### config.mk
export PLATFORM = sky130hd
export DESIGN_NAME = strap_freq_select
export DESIGN_NICKNAME = d
export VERILOG_FILES = /design/src/rtl/strap_freq_pkg.sv /design/src/rtl/strap_seq.sv /design/src/rtl/code_sel.sv /design/src/rtl/strap_freq_select.sv
export SDC_FILE = /design/constraint.sdc
export NUM_CORES = 1
export LEC_CHECK = 0
export ABC_AREA = 1
export BUFFER_PORTS_ARGS = -buffer_cell sky130_fd_sc_hd__clkbuf_2
export CAP_MARGIN = 0
export CORE_AREA = 2 2 48 50
export CTS_CLUSTER_SIZE = 20
export DETAILED_ROUTE_END_ITERATION = 7
export DIE_AREA = 0 0 50 52
export PLACE_DENSITY_LB_ADDON = 0.05
export SLEW_MARGIN = 5
export SYNTH_ARGS = -nofsm -noshare
export SYNTH_HDL_FRONTEND = slang
export SYNTH_SLANG_ARGS = --single-unit
### constraint.sdc
create_clock -name clk_ref_i -period 1.9 [get_ports clk_ref_i]
set_input_delay 0.19 -clock clk_ref_i [delete_from_list [all_inputs] [get_ports clk_ref_i]]
set_output_delay 0.19 -clock clk_ref_i [all_outputs]
set_load 0.05 [all_outputs]
### src/rtl/strap_freq_pkg.sv
package strap_freq_pkg;

    localparam int FS_W    = 4;
    localparam int STRAP_W = FS_W + 1;

    typedef enum logic [1:0] {
        PH_SAMPLE = 2'd0,
        PH_GAP    = 2'd1,
        PH_RUN    = 2'd2
    } phase_e;

    // positions inside the control register that the selector decodes
    localparam int CB_SPREAD_EN = 1;
    localparam int CB_SW_MSB    = 2;
    localparam int CB_SRC_SEL   = 3;
    localparam int CB_SW_B0     = 4;
    localparam int CB_SW_B1     = 5;
    localparam int CB_SW_B2     = 6;
    localparam int CB_SPREAD_DN = 7;

endpackage

### src/rtl/strap_seq.sv
module strap_seq
    import strap_freq_pkg::*;
#(
    parameter int RST_CYCLES = 16
) (
    input  logic               clk,
    input  logic               rst_n,
    input  logic [STRAP_W-1:0] pins_i,
    output phase_e             phase_o,
    output logic [STRAP_W-1:0] latch_o,
    output logic               oe_o
);

    localparam int CNT_W = (RST_CYCLES > 1) ? $clog2(RST_CYCLES) : 1;
    localparam logic [CNT_W-1:0] CNT_LAST = CNT_W'(RST_CYCLES - 1);

    typedef struct packed {
        phase_e             ph;
        logic [CNT_W-1:0]   cnt;
        logic [STRAP_W-1:0] lat;
        logic               oe;
    } seq_t;

    seq_t st_d, st_q;

    always_comb begin
        st_d = st_q;
        case (st_q.ph)
            PH_SAMPLE: begin
                if (st_q.cnt == CNT_LAST) begin
                    st_d.lat = pins_i;     // latch closes here
                    st_d.ph  = PH_GAP;
                end else begin
                    st_d.cnt = st_q.cnt + 1'b1;
                end
            end
            PH_GAP: begin
                st_d.ph = PH_RUN;          // one idle cycle before driving
                st_d.oe = 1'b1;
            end
            PH_RUN: begin
                st_d.oe = 1'b1;
            end
            default: begin
                st_d.ph = PH_SAMPLE;
                st_d.oe = 1'b0;
            end
        endcase
    end

    always_ff @(posedge clk or negedge rst_n) begin
        if (!rst_n) begin
            st_q <= '{ph: PH_SAMPLE, cnt: '0, lat: '0, oe: 1'b0};
        end else begin
            st_q <= st_d;
        end
    end

    assign phase_o = st_q.ph;
    assign latch_o = st_q.lat;
    assign oe_o    = st_q.oe;

endmodule

### src/rtl/code_sel.sv
module code_sel
    import strap_freq_pkg::*;
(
    input  logic            clk,
    input  logic            rst_n,
    input  phase_e          phase_i,
    input  logic [FS_W-1:0] fs_i,
    input  logic [7:1]      ctrl_i,
    input  logic            hub_i,
    output logic [FS_W-1:0] code_o,
    output logic            sw_o,
    output logic            upd_o,
    output logic            spr_en_o,
    output logic            spr_dn_o,
    output logic            hub_o
);

    typedef struct packed {
        logic [FS_W-1:0] code;
        logic            sw;
        logic            upd;
        logic            spr_en;
        logic            spr_dn;
        logic            hub;
    } sel_t;

    sel_t s_d, s_q;

    logic [FS_W-1:0] sw_code;
    logic [FS_W-1:0] pick_code;
    logic            pick_sw;

    assign sw_code   = {ctrl_i[CB_SW_MSB], ctrl_i[CB_SW_B2],
                        ctrl_i[CB_SW_B1],  ctrl_i[CB_SW_B0]};
    assign pick_sw   = ctrl_i[CB_SRC_SEL];
    assign pick_code = pick_sw ? sw_code : fs_i;

    always_comb begin
        s_d        = s_q;
        s_d.spr_en = ctrl_i[CB_SPREAD_EN];
        s_d.spr_dn = ctrl_i[CB_SPREAD_DN];
        s_d.hub    = hub_i;
        s_d.upd    = 1'b0;
        case (phase_i)
            PH_GAP: begin
                s_d.code = pick_code;      // preload, no pulse
                s_d.sw   = pick_sw;
            end
            PH_RUN: begin
                s_d.code = pick_code;
                s_d.sw   = pick_sw;
                s_d.upd  = (pick_code != s_q.code) || (pick_sw != s_q.sw);
            end
            default: begin
                s_d.code = '0;
                s_d.sw   = 1'b0;
            end
        endcase
    end

    always_ff @(posedge clk or negedge rst_n) begin
        if (!rst_n) begin
            s_q <= '0;
        end else begin
            s_q <= s_d;
        end
    end

    assign code_o   = s_q.code;
    assign sw_o     = s_q.sw;
    assign upd_o    = s_q.upd;
    assign spr_en_o = s_q.spr_en;
    assign spr_dn_o = s_q.spr_dn;
    assign hub_o    = s_q.hub;

endmodule

### src/rtl/strap_freq_select.sv
module strap_freq_select
    import strap_freq_pkg::*;
#(
    parameter int RST_CYCLES = 16
) (
    input  logic         clk_ref_i,
    input  logic         por_n_i,
    input  logic [4:0]   pad_level_i,
    input  logic [7:1]   ctrl0_i,
    input  logic         hub_sel_i,
    output logic         pad_oe_o,
    output logic [3:0]   freq_code_o,
    output logic         code_src_sw_o,
    output logic         code_upd_o,
    output logic         spread_en_o,
    output logic         spread_down_o,
    output logic         hub_sel_o,
    output logic         usb_sel_o,
    output logic [3:0]   fs_readback_o
);

    phase_e             phase;
    logic [STRAP_W-1:0] strap_lat;

    strap_seq #(.RST_CYCLES(RST_CYCLES)) seq_i (
        .clk     (clk_ref_i),
        .rst_n   (por_n_i),
        .pins_i  (pad_level_i),
        .phase_o (phase),
        .latch_o (strap_lat),
        .oe_o    (pad_oe_o)
    );

    code_sel sel_i (
        .clk      (clk_ref_i),
        .rst_n    (por_n_i),
        .phase_i  (phase),
        .fs_i     (strap_lat[FS_W-1:0]),
        .ctrl_i   (ctrl0_i),
        .hub_i    (hub_sel_i),
        .code_o   (freq_code_o),
        .sw_o     (code_src_sw_o),
        .upd_o    (code_upd_o),
        .spr_en_o (spread_en_o),
        .spr_dn_o (spread_down_o),
        .hub_o    (hub_sel_o)
    );

    assign usb_sel_o     = strap_lat[FS_W];
    assign fs_readback_o = ~strap_lat[FS_W-1:0];

endmodule

==> impl_metrics.csv, run 1 <==
group,metric,value,unit
run_status,status,"complete, no violations",
drt,drt_iter0_markers,8,
clock_tree,cts_hold_buf,4,
yosys,synth_area_leaders,"dfrtp_1 (55%), nand2_1 (10%), inv_1 (7.0%)",
clock_tree,cts_tree,"built",
power,p_leak,0.672,nW
global_routing,grt_pass1_vias,664,
setup_path,r2r-start,"seq_i.phase_o[0]",
setup_path,crit_type,"reg2reg",
place,place_hpwl,1350,um
clock_tree,cts_root_buffer,"clkbuf_4",
sta,tns,0,ns
place,gp_congestion,0.851,
setup_path,path_depth,4,
drt,vias,774,
setup_path,slowest_delay,0.40,ns
setup_path,crit_family,"flip-flops",
clock_tree,cts.sinks,21,
floorplanning,dieHeight,52,um
setup_path,cp.arrival,1.62,ns
drt,wl_per_cell,10.5,um
setup_path,r2r_end,"seq_i.latch_o[4]",
yosys,netlist_instances,106,
floorplanning,ioPinCount,30,
yosys,syn_nets,125,
run,max_cap_viol_count,0,
global_routing,grt_overflow,0,
yosys,synth_area_per_cell,9.07,sq um
setup_path,critPathSlowestCell,"dfrtp_1",
cells_and_area,finalNetCount,162,
sta,max_freq,0.697,GHz
global_routing,grt_pass1_wl,2900,um
cells_and_area,drive_gt1_share,24.6,%
floorplanning,initial_utilization,45.6,%
cells_and_area,final_cell_area,1200,sq um
yosys,syn_area,961,sq um
sta,slew_viol_final,0,
min_path,worst_hold_path_type,"in2reg",
cells_and_area,area_growth_syn_to_layout,24.9,%
global_routing,grt_usage,15.3,%
sta,finClkSkew,0.00379,ns
yosys,yosysTopAreaCellShare,54.7,%
sta,maxSlewHeadroom,64.5,%
sta,setup_viol,0,
drt,drcViolationCount,0,
cells_and_area,insertedDiodeCount,0,
sta,final.period_utilization,75.5,%
clock_tree,cts.htree.levels,1,
yosys,yosysWarnings,0,
yosys,ys_ff_latch,21,
floorplanning,die-area,2600,sq um
sta,min_period,1.44,ns
setup_path,crit_fanout,10,
setup_path,crit_buf_inv,1,
sta,finalHoldViolations,0,
cells_and_area,final_cells,170,
drt,wl,1780,um
yosys,seq_area_frac_synth,54.7,%
clock_tree,post_cts_buffers,0,
floorplanning,core_area,2110,sq um
setup_path,end_kind,"flip-flop",
yosys,synth-simple-area-share,19.7,%
cells_and_area,fin_util,57.0,%
clock_tree,clk-insertion-delay-late,0.29,ns
floorplanning,rows,17,
power,vdd_drop_max,0.482,mV
drt,ant_nets,0,
sta,setup_ws,0.465,ns
clock_tree,cts.repair.resized,0,
clock_tree,cts-buffers-inserted,3,
floorplanning,die_w,50,um
yosys,synthAdderAreaFrac,5.21,%
setup_path,reg2reg_depth,4,
clock_tree,clk_pin_slew_worst_paths,0.11,ns
place,numPortBuffers,29,
setup_path,path_cells,"inv_1 > ha_1 > nand4_4 > mux2_4",
clock_tree,clockBufferDepth,2,
setup_path,cp.required,2.09,ns
place,place_area,1130,sq um
setup_path,r2r_slack,0.46,ns
yosys,synth_cell_types,18,
sta,tightestPinTransition,0.533,ns
yosys,yosysTopAreaCell,"dfrtp_1",
global_routing,grt_max_degree,22,
yosys,synth_top_family_by_area,"simple AND/OR/NAND/NOR gates",
global_routing,antenna_found_initial,0,
yosys,synthMuxAreaShare,2.73,%
drt,avgViaCountPerCell,4.55,
power,power_density,692,nW/um^2
cells_and_area,final_common_cell,"clkbuf_2",
setup_path,startpoint,"seq_i.phase_o[0]",
setup_path,crit_path_end,"seq_i.latch_o[4]",
place,place_inst,162,
setup_path,start_kind,"flip-flop",
drt,drt-pass1-iter-count,4,
yosys,synth_compound_area_share,7.68,%
sta,rsz0062_at_grt,"false",
place,dp_slack,0.471,ns
cells_and_area,final_cell_mix,"clkbuf_2 (29), nand2_1 (26), dfrtp_1 (21)",
yosys,synth_xor_area_share,1.82,%
-- state kept, by name, summed over array words and instances (netlist names), 2 cells and up --
| register | cells |
|---|---|
| seq_i.latch_o | 5 |
| sel_i.code_o | 4 |
| seq_i.st_q | 4 |
| seq_i.phase_o | 2 |
-- metrics by stage --
step	total power [mW]	hold WS (ns)
global placement	0.627	0.192
global route	0.884	0.103
floorplan	0.582	-0.106
detailed placement	0.628	0.191
CTS	0.844	0.111
finish	0.831	0.124
-- where the power goes --
part           internal (mW)  switching, mW  total [mW]
clock network         0.0816          0.125       0.206
logic                 0.0436          0.108       0.152
registers              0.464        0.00912       0.473
-- worst reg2reg max path: cells and delay by family, from the launching register on --
family / cells / cell delay, ns
adder cells (fa/ha/maj): 1 / 0.30
buffers and inverters: 1 / 0.10
flip-flops: 1 / 0.40
multiplexers: 1 / 0.34
AND/OR/NAND/NOR: 1 / 0.20
-- routing by layer --
metal  track usage (%)  wire length, um  vias up
met2              23.0              811       21
met3              4.02               81        2
met5                 0                0        -
met4              6.94               13        0
met1              20.6              874      347
li1                  -                -      404
-- Yosys cell counts --
master,number
nand2_1,26
dfrtp_1,21
inv_1,18
a21oi_1,9
nand3_1,8
nor2_1,8
ha_1,4
o21ai_0,2
buf_4,1
inv_2,1
mux2_1,1
mux2_4,1
nand4_4,1
o21ai_1,1
o21bai_1,1
o22ai_1,1
xnor2_1,1
xor2_1,1
-- how the worst min path moves through the flow --
stage / cells past startpoint / slack, ns / from / to
finish: 2 / 0.12 / pad_level_i[4] / seq_i.latch_o[4]
global route: 2 / 0.10 / pad_level_i[4] / seq_i.latch_o[4]
CTS: 2 / 0.11 / pad_level_i[4] / seq_i.latch_o[4]
detailed placement: 1 / 0.19 / por_n_i / sel_i.code_o[0]
global placement: 1 / 0.19 / por_n_i / sel_i.code_o[0]
floorplan: 0 / -0.11 / por_n_i / sel_i.code_o[0]
-- cells by family (layout without fill, tap and decap cells) --
| group | count (synthesis) | after routing |
|---|---|---|
| AO/OA/AOI/OAI | 14 | 14 |
| multiplexers | 2 | 2 |
| adder cells (fa/ha/maj) | 4 | 4 |
| buffers and inverters | 20 | 56 |
| flip-flops | 21 | 21 |
| AND/OR/NAND/NOR | 43 | 43 |
| XOR/XNOR | 2 | 2 |
-- area by class of cell --
type | count | area (sq um)
Timing Repair Buffer | 33 | 185
Inverter | 19 | 71.3
Fill cell | 204 | 906
Sequential cell | 21 | 526
Multi-Input combinational cell | 65 | 357
Clock buffer | 4 | 26.3
Tap cell | 28 | 35.0
(Power assumes the default switching activity.)
==> inputs of run 2 (changes only) <==
==> constraint.sdc (replaced) <==
create_clock -name clk_ref_i -period 1.4 [get_ports clk_ref_i]
set_input_delay 0.14 -clock clk_ref_i [delete_from_list [all_inputs] [get_ports clk_ref_i]]
set_output_delay 0.14 -clock clk_ref_i [all_outputs]
set_load 0.05 [all_outputs]
==> run 2 against run 1 <==
Die area unchanged. Sequential power up 36%. First-iteration DRC count up 63%. Core utilization up 2.4 points. Count of clock-buffer cells in the layout unchanged. Clock power up 37%. Routed wire length up 2.4%. Largest power group unchanged. Highest routed layer unchanged.
==> impl_metrics.csv, run 2 (same netlist as run 1, synthesis figures left out) <==
group,metric,value,unit
sta,rsz0062_at_grt,"false",
sta,tightestPinTransition,0.512,ns
floorplanning,initial_utilization,45.6,%
setup_path,slowest_delay,0.44,ns
setup_path,end_kind,"flip-flop",
clock_tree,clk_pin_slew_worst_paths,0.11,ns
clock_tree,cts_root_buffer,"clkbuf_4",
clock_tree,cts.htree.levels,1,
place,dp_slack,-0.0177,ns
drt,vias,814,
sta,max_freq,0.767,GHz
sta,setup_viol,0,
clock_tree,cts-buffers-inserted,3,
setup_path,cp.arrival,1.50,ns
cells_and_area,drive_gt1_share,28.3,%
min_path,worst_hold_path_type,"in2reg",
drt,ant_nets,0,
setup_path,cp.required,1.59,ns
setup_path,r2r-start,"seq_i.st_q[6]",
global_routing,grt_usage,16.4,%
setup_path,crit_family,"flip-flops",
sta,setup_ws,0.0962,ns
cells_and_area,final_common_cell,"clkbuf_2",
setup_path,path_cells,"ha_4 > nand3_1 > nand2_2 > mux2_1",
run_status,status,"complete, no violations",
sta,finClkSkew,0.00659,ns
clock_tree,cts.sinks,21,
floorplanning,ioPinCount,30,
drt,avgViaCountPerCell,4.71,
setup_path,start_kind,"flip-flop",
floorplanning,die-area,2600,sq um
sta,finalHoldViolations,0,
clock_tree,cts_tree,"built",
clock_tree,post_cts_buffers,0,
place,gp_congestion,0.850,
drt,wl_per_cell,10.5,um
sta,whs,0.0707,ns
sta,final.period_utilization,93.1,%
global_routing,antenna_found_initial,0,
sta,tns,0,ns
floorplanning,die_w,50,um
drt,drcViolationCount,0,
sta,slew_viol_final,0,
cells_and_area,insertedDiodeCount,0,
setup_path,crit_buf_inv,0,
sta,maxSlewHeadroom,65.8,%
place,place_hpwl,1370,um
setup_path,critPathSlowestCell,"dfrtp_1",
place,numPortBuffers,29,
cells_and_area,fin_util,59.4,%
floorplanning,dieHeight,52,um
cells_and_area,final_cell_area,1250,sq um
drt,drt-pass1-iter-count,4,
drt,wl,1820,um
floorplanning,core_area,2110,sq um
setup_path,crit_type,"reg2reg",
global_routing,grt_pass1_wl,3100,um
min_path,holdCritStartpoint,"pad_level_i[4]",
setup_path,startpoint,"seq_i.st_q[6]",
clock_tree,clockBufferDepth,2,
cells_and_area,largest_reg_flops,5,
setup_path,r2r_slack,0.1,ns
sta,min_period,1.30,ns
cells_and_area,area_growth_syn_to_layout,30.1,%
run,max_cap_viol_count,0,
global_routing,grt_pass1_vias,767,
place,place_inst,165,
cells_and_area,final_cell_mix,"clkbuf_2 (29), nand2_1 (25), dfrtp_1 (21)",
clock_tree,clk-insertion-delay-late,0.30,ns
global_routing,grt_max_degree,22,
power,vdd_drop_max,0.825,mV
power,p_leak,0.688,nW
setup_path,crit_fanout,4,
cells_and_area,final_cells,173,
drt,drt_iter0_markers,13,
cells_and_area,finalNetCount,165,
power,power_density,905,nW/um^2
floorplanning,rows,17,
place,place_area,1160,sq um
power,p_total,1.13,mW
global_routing,grt_overflow,0,
run 2: cell count changes in the layout (fill, tap and decap cells not counted):
cell	delta
buf_4	+3
ha_4	+2
nand2_1	-1
ha_1	-2
nand2_2	+1
run 2: layer usage:
layer  part of all wire [%]  wire length, um  GRT usage (%)  vias up
met4                    1.6               29           8.33        0
met2                     48              877           28.3       21
met3                    5.8              106           4.31        4
li1                       -                -              -      409
met1                     44              809           18.6      380
met5                      0                0              0        -
run 2: path summary, 6_finish.rpt:
kind,end,cells after the start
max,seq_i.st_q[7],4
min,seq_i.latch_o[4],2
max reg2reg,seq_i.st_q[7],4
min reg2reg,seq_i.oe_o,2
max in group asynchronous,seq_i.latch_o[3],2
min in group asynchronous,sel_i.upd_o,2
run 2: worst register-to-register path, cell delays in order (launching register included):
cell,delay [ns]
dfrtp_1,0.44
ha_4,0.19
nand3_1,0.12
nand2_2,0.13
mux2_1,0.33
run 2: layout make-up:
| cell class | instances | area (sq um) |
|---|---|---|
| Sequential cell | 21 | 526 |
| Inverter | 19 | 71.3 |
| Timing Repair Buffer | 36 | 208 |
| Tap cell | 28 | 35.0 |
| Multi-Input combinational cell | 65 | 384 |
| Clock buffer | 4 | 26.3 |
| Fill cell | 207 | 856 |
run 2: where the power goes:
part / internal (mW) / switching (mW) / total, mW
combinational: 0.0592 / 0.147 / 0.206
sequential: 0.629 / 0.0126 / 0.642
clock: 0.111 / 0.173 / 0.283
total: 0.799 / 0.332 / 1.13
run 2: timing repair:
| item | in CTS | in global routing |
|---|---|---|
| setup endpoints to repair | 5 | 2 |
| hold endpoints to repair | 24 | 0 |
| hold buffers | 4 | 0 |
| gates cloned | 0 | 0 |
| resized for setup | 2 | 3 |
==> inputs of run 3 (changes only) <==
--- a/config.mk
+++ b/config.mk
@@ -9,10 +9,12 @@
 export BUFFER_PORTS_ARGS = -buffer_cell sky130_fd_sc_hd__clkbuf_2
 export CAP_MARGIN = 0
 export CORE_AREA = 2 2 48 50
+export CTS_BUF_LIST = sky130_fd_sc_hd__clkbuf_4 sky130_fd_sc_hd__clkbuf_8 sky130_fd_sc_hd__clkbuf_16
 export CTS_CLUSTER_SIZE = 20
 export DETAILED_ROUTE_END_ITERATION = 7
 export DIE_AREA = 0 0 50 52
 export PLACE_DENSITY_LB_ADDON = 0.05
+export REMOVE_ABC_BUFFERS = 1
 export SLEW_MARGIN = 5
 export SYNTH_ARGS = -nofsm -noshare
 export SYNTH_HDL_FRONTEND = slang
==> run 3 against run 2 <==
Routed wire length increased by 7.2%. Core utilization decreased by 0.12 points. Fmax decreased by 4.9%. Combinational power about the same. Sequential power about the same. Non-clock buffer count unchanged. Clock skew decreased by 0.0047 ns. Sequential share of layout area increased by 0.084 points. Via count decreased by 0.98%. Worst hold slack improved by 0.0029 ns. Count of clock-buffer cells in the layout unchanged. Total power increased by 1.7%. Highest routed layer unchanged.
==> impl_metrics.csv, run 3 (same netlist as run 1, synthesis figures left out) <==
group,metric,value,unit
global_routing,grt_pass1_vias,740,
min_path,worst_hold_path_type,"in2reg",
setup_path,critPathSlowestCell,"dfrtp_1",
drt,vias,806,
floorplanning,initial_utilization,45.6,%
drt,drt_iter0_markers,11,
setup_path,crit_type,"reg2reg",
place,gp_congestion,0.763,
sta,min_period,1.37,ns
setup_path,r2r-start,"seq_i.st_q[6]",
floorplanning,rows,17,
sta,tns,0,ns
setup_path,crit_path_end,"seq_i.st_q[7]",
global_routing,grt_max_degree,22,
place,numPortBuffers,29,
drt,drt-pass1-iter-count,4,
sta,tightestPinTransition,0.522,ns
setup_path,path_cells,"ha_2 > nand3_1 > nand2_2 > mux2_1",
setup_path,startpoint,"seq_i.st_q[6]",
setup_path,slowest_delay,0.40,ns
power,p_leak,0.688,nW
drt,ant_nets,0,
sta,slew_viol_final,0,
drt,dr.max_layer_used,"met4",
clock_tree,cts_tree,"built",
sta,final.period_utilization,97.9,%
setup_path,crit_fanout,4,
clock_tree,cts-buffers-inserted,3,
floorplanning,core_area,2110,sq um
setup_path,reg2reg_depth,4,
setup_path,start_kind,"flip-flop",
power,power_density,922,nW/um^2
clock_tree,clk_pin_slew_worst_paths,0.11,ns
setup_path,path_depth,4,
drt,wl_per_cell,11.3,um
drt,wl_met1,858,um
floorplanning,dieHeight,52,um
drt,wl,1950,um
power,p_total,1.15,mW
clock_tree,cts_root_buffer,"clkbuf_4",
global_routing,grt_usage,15.8,%
cells_and_area,insertedDiodeCount,0,
sta,maxSlewHeadroom,65.2,%
drt,met3_length,106,um
cells_and_area,final_common_cell,"clkbuf_2",
clock_tree,cts.sinks,21,
global_routing,grt_overflow,0,
clock_tree,clk-insertion-delay-late,0.29,ns
setup_path,end_kind,"flip-flop",
cells_and_area,final_cells,173,
clock_tree,clockBufferDepth,2,
global_routing,grt_pass1_wl,3020,um
sta,finalHoldViolations,0,
run_status,status,"complete, no violations",
floorplanning,ioPinCount,30,
drt,drcViolationCount,0,
setup_path,cp.required,1.59,ns
cells_and_area,largest_reg_flops,5,
sta,setup_viol,0,
clock_tree,cts.htree.levels,1,
setup_path,crit_family,"flip-flops",
floorplanning,die-area,2600,sq um
global_routing,antenna_found_initial,0,
drt,wl_met2,979,um
place,place_hpwl,1430,um
place,place_inst,164,
run,max_cap_viol_count,0,
cells_and_area,final_cell_mix,"clkbuf_2 (29), nand2_1 (25), dfrtp_1 (21)",
cells_and_area,fin_util,59.2,%
setup_path,r2r_slack,0.03,ns
setup_path,r2r_end,"seq_i.st_q[7]",
power,vdd_drop_max,0.554,mV
setup_path,crit_buf_inv,0,
drt,avgViaCountPerCell,4.66,
sta,max_freq,0.730,GHz
floorplanning,die_w,50,um
setup_path,cp.arrival,1.56,ns
cells_and_area,drive_gt1_share,29.7,%
sta,finClkSkew,0.00184,ns
cells_and_area,finalNetCount,165,
cells_and_area,area_growth_syn_to_layout,29.8,%
## run 3: cell counts in the layout (fill, tap and decap cells not counted)
Identical to the previous run, type by type.
## run 3: what timing repair did
action,CTS,global route
endpoints found under the setup margin,5,7
buffers inserted,0,1
resized for setup,2,3
cloned,0,0
hold buffers,4,0
hold endpoints to repair,24,0
## run 3: worst reg2reg max path, cell delays in order, from the launching register on
cell and delay (ns):
dfrtp_1 0.40, ha_2 0.25, nand3_1 0.15, nand2_2 0.14
mux2_1 0.32
## run 3: worst min-delay path by stage
stage	startpoint	end	slack [ns]	cells after the start
6_report	pad_level_i[4]	seq_i.latch_o[4]	0.07	2
5_1_grt	pad_level_i[1]	seq_i.latch_o[1]	0.05	3
4_1_cts	pad_level_i[4]	seq_i.latch_o[4]	0.06	2
3_5_place_dp	por_n_i	sel_i.upd_o	0.14	1
3_3_place_gp	por_n_i	sel_i.upd_o	0.14	1
2_1_floorplan	por_n_i	sel_i.code_o[0]	-0.16	0
## run 3: area by class of cell
cell class / count / area [sq um]
Multi-Input combinational cell: 65 / 378
Clock buffer: 4 / 30.0
Tap cell: 28 / 35.0
Timing Repair Buffer: 36 / 208
Fill cell: 193 / 858
Inverter: 19 / 71.3
Sequential cell: 21 / 526
## run 3: metal layers
metal / up-vias / track usage [%]
met5: - / 0
met4: 0 / 5.56
met3: 2 / 3.45
met2: 25 / 27.2
met1: 371 / 19.5
li1: 408 / -
## run 3: metrics by stage
stage | hold WS, ns | cell area (sq um) | worst slack, ns
after floorplan | -0.156 | 953 | 0.0862
after global placement | 0.139 | 1150 | 0.0595
after detailed placement | 0.138 | 1150 | -0.0104
after CTS | 0.0601 | 1220 | 0.0268
after global routing | 0.0521 | 1250 | -0.0307
final | 0.0736 | 1250 | 0.0294
## run 3: where the power goes
part,internal [mW],leakage (nW),switching (mW)
clock,0.130,0.0184,0.173
combinational,0.0591,0.442,0.147
sequential,0.629,0.228,0.0123
total,0.818,0.688,0.332
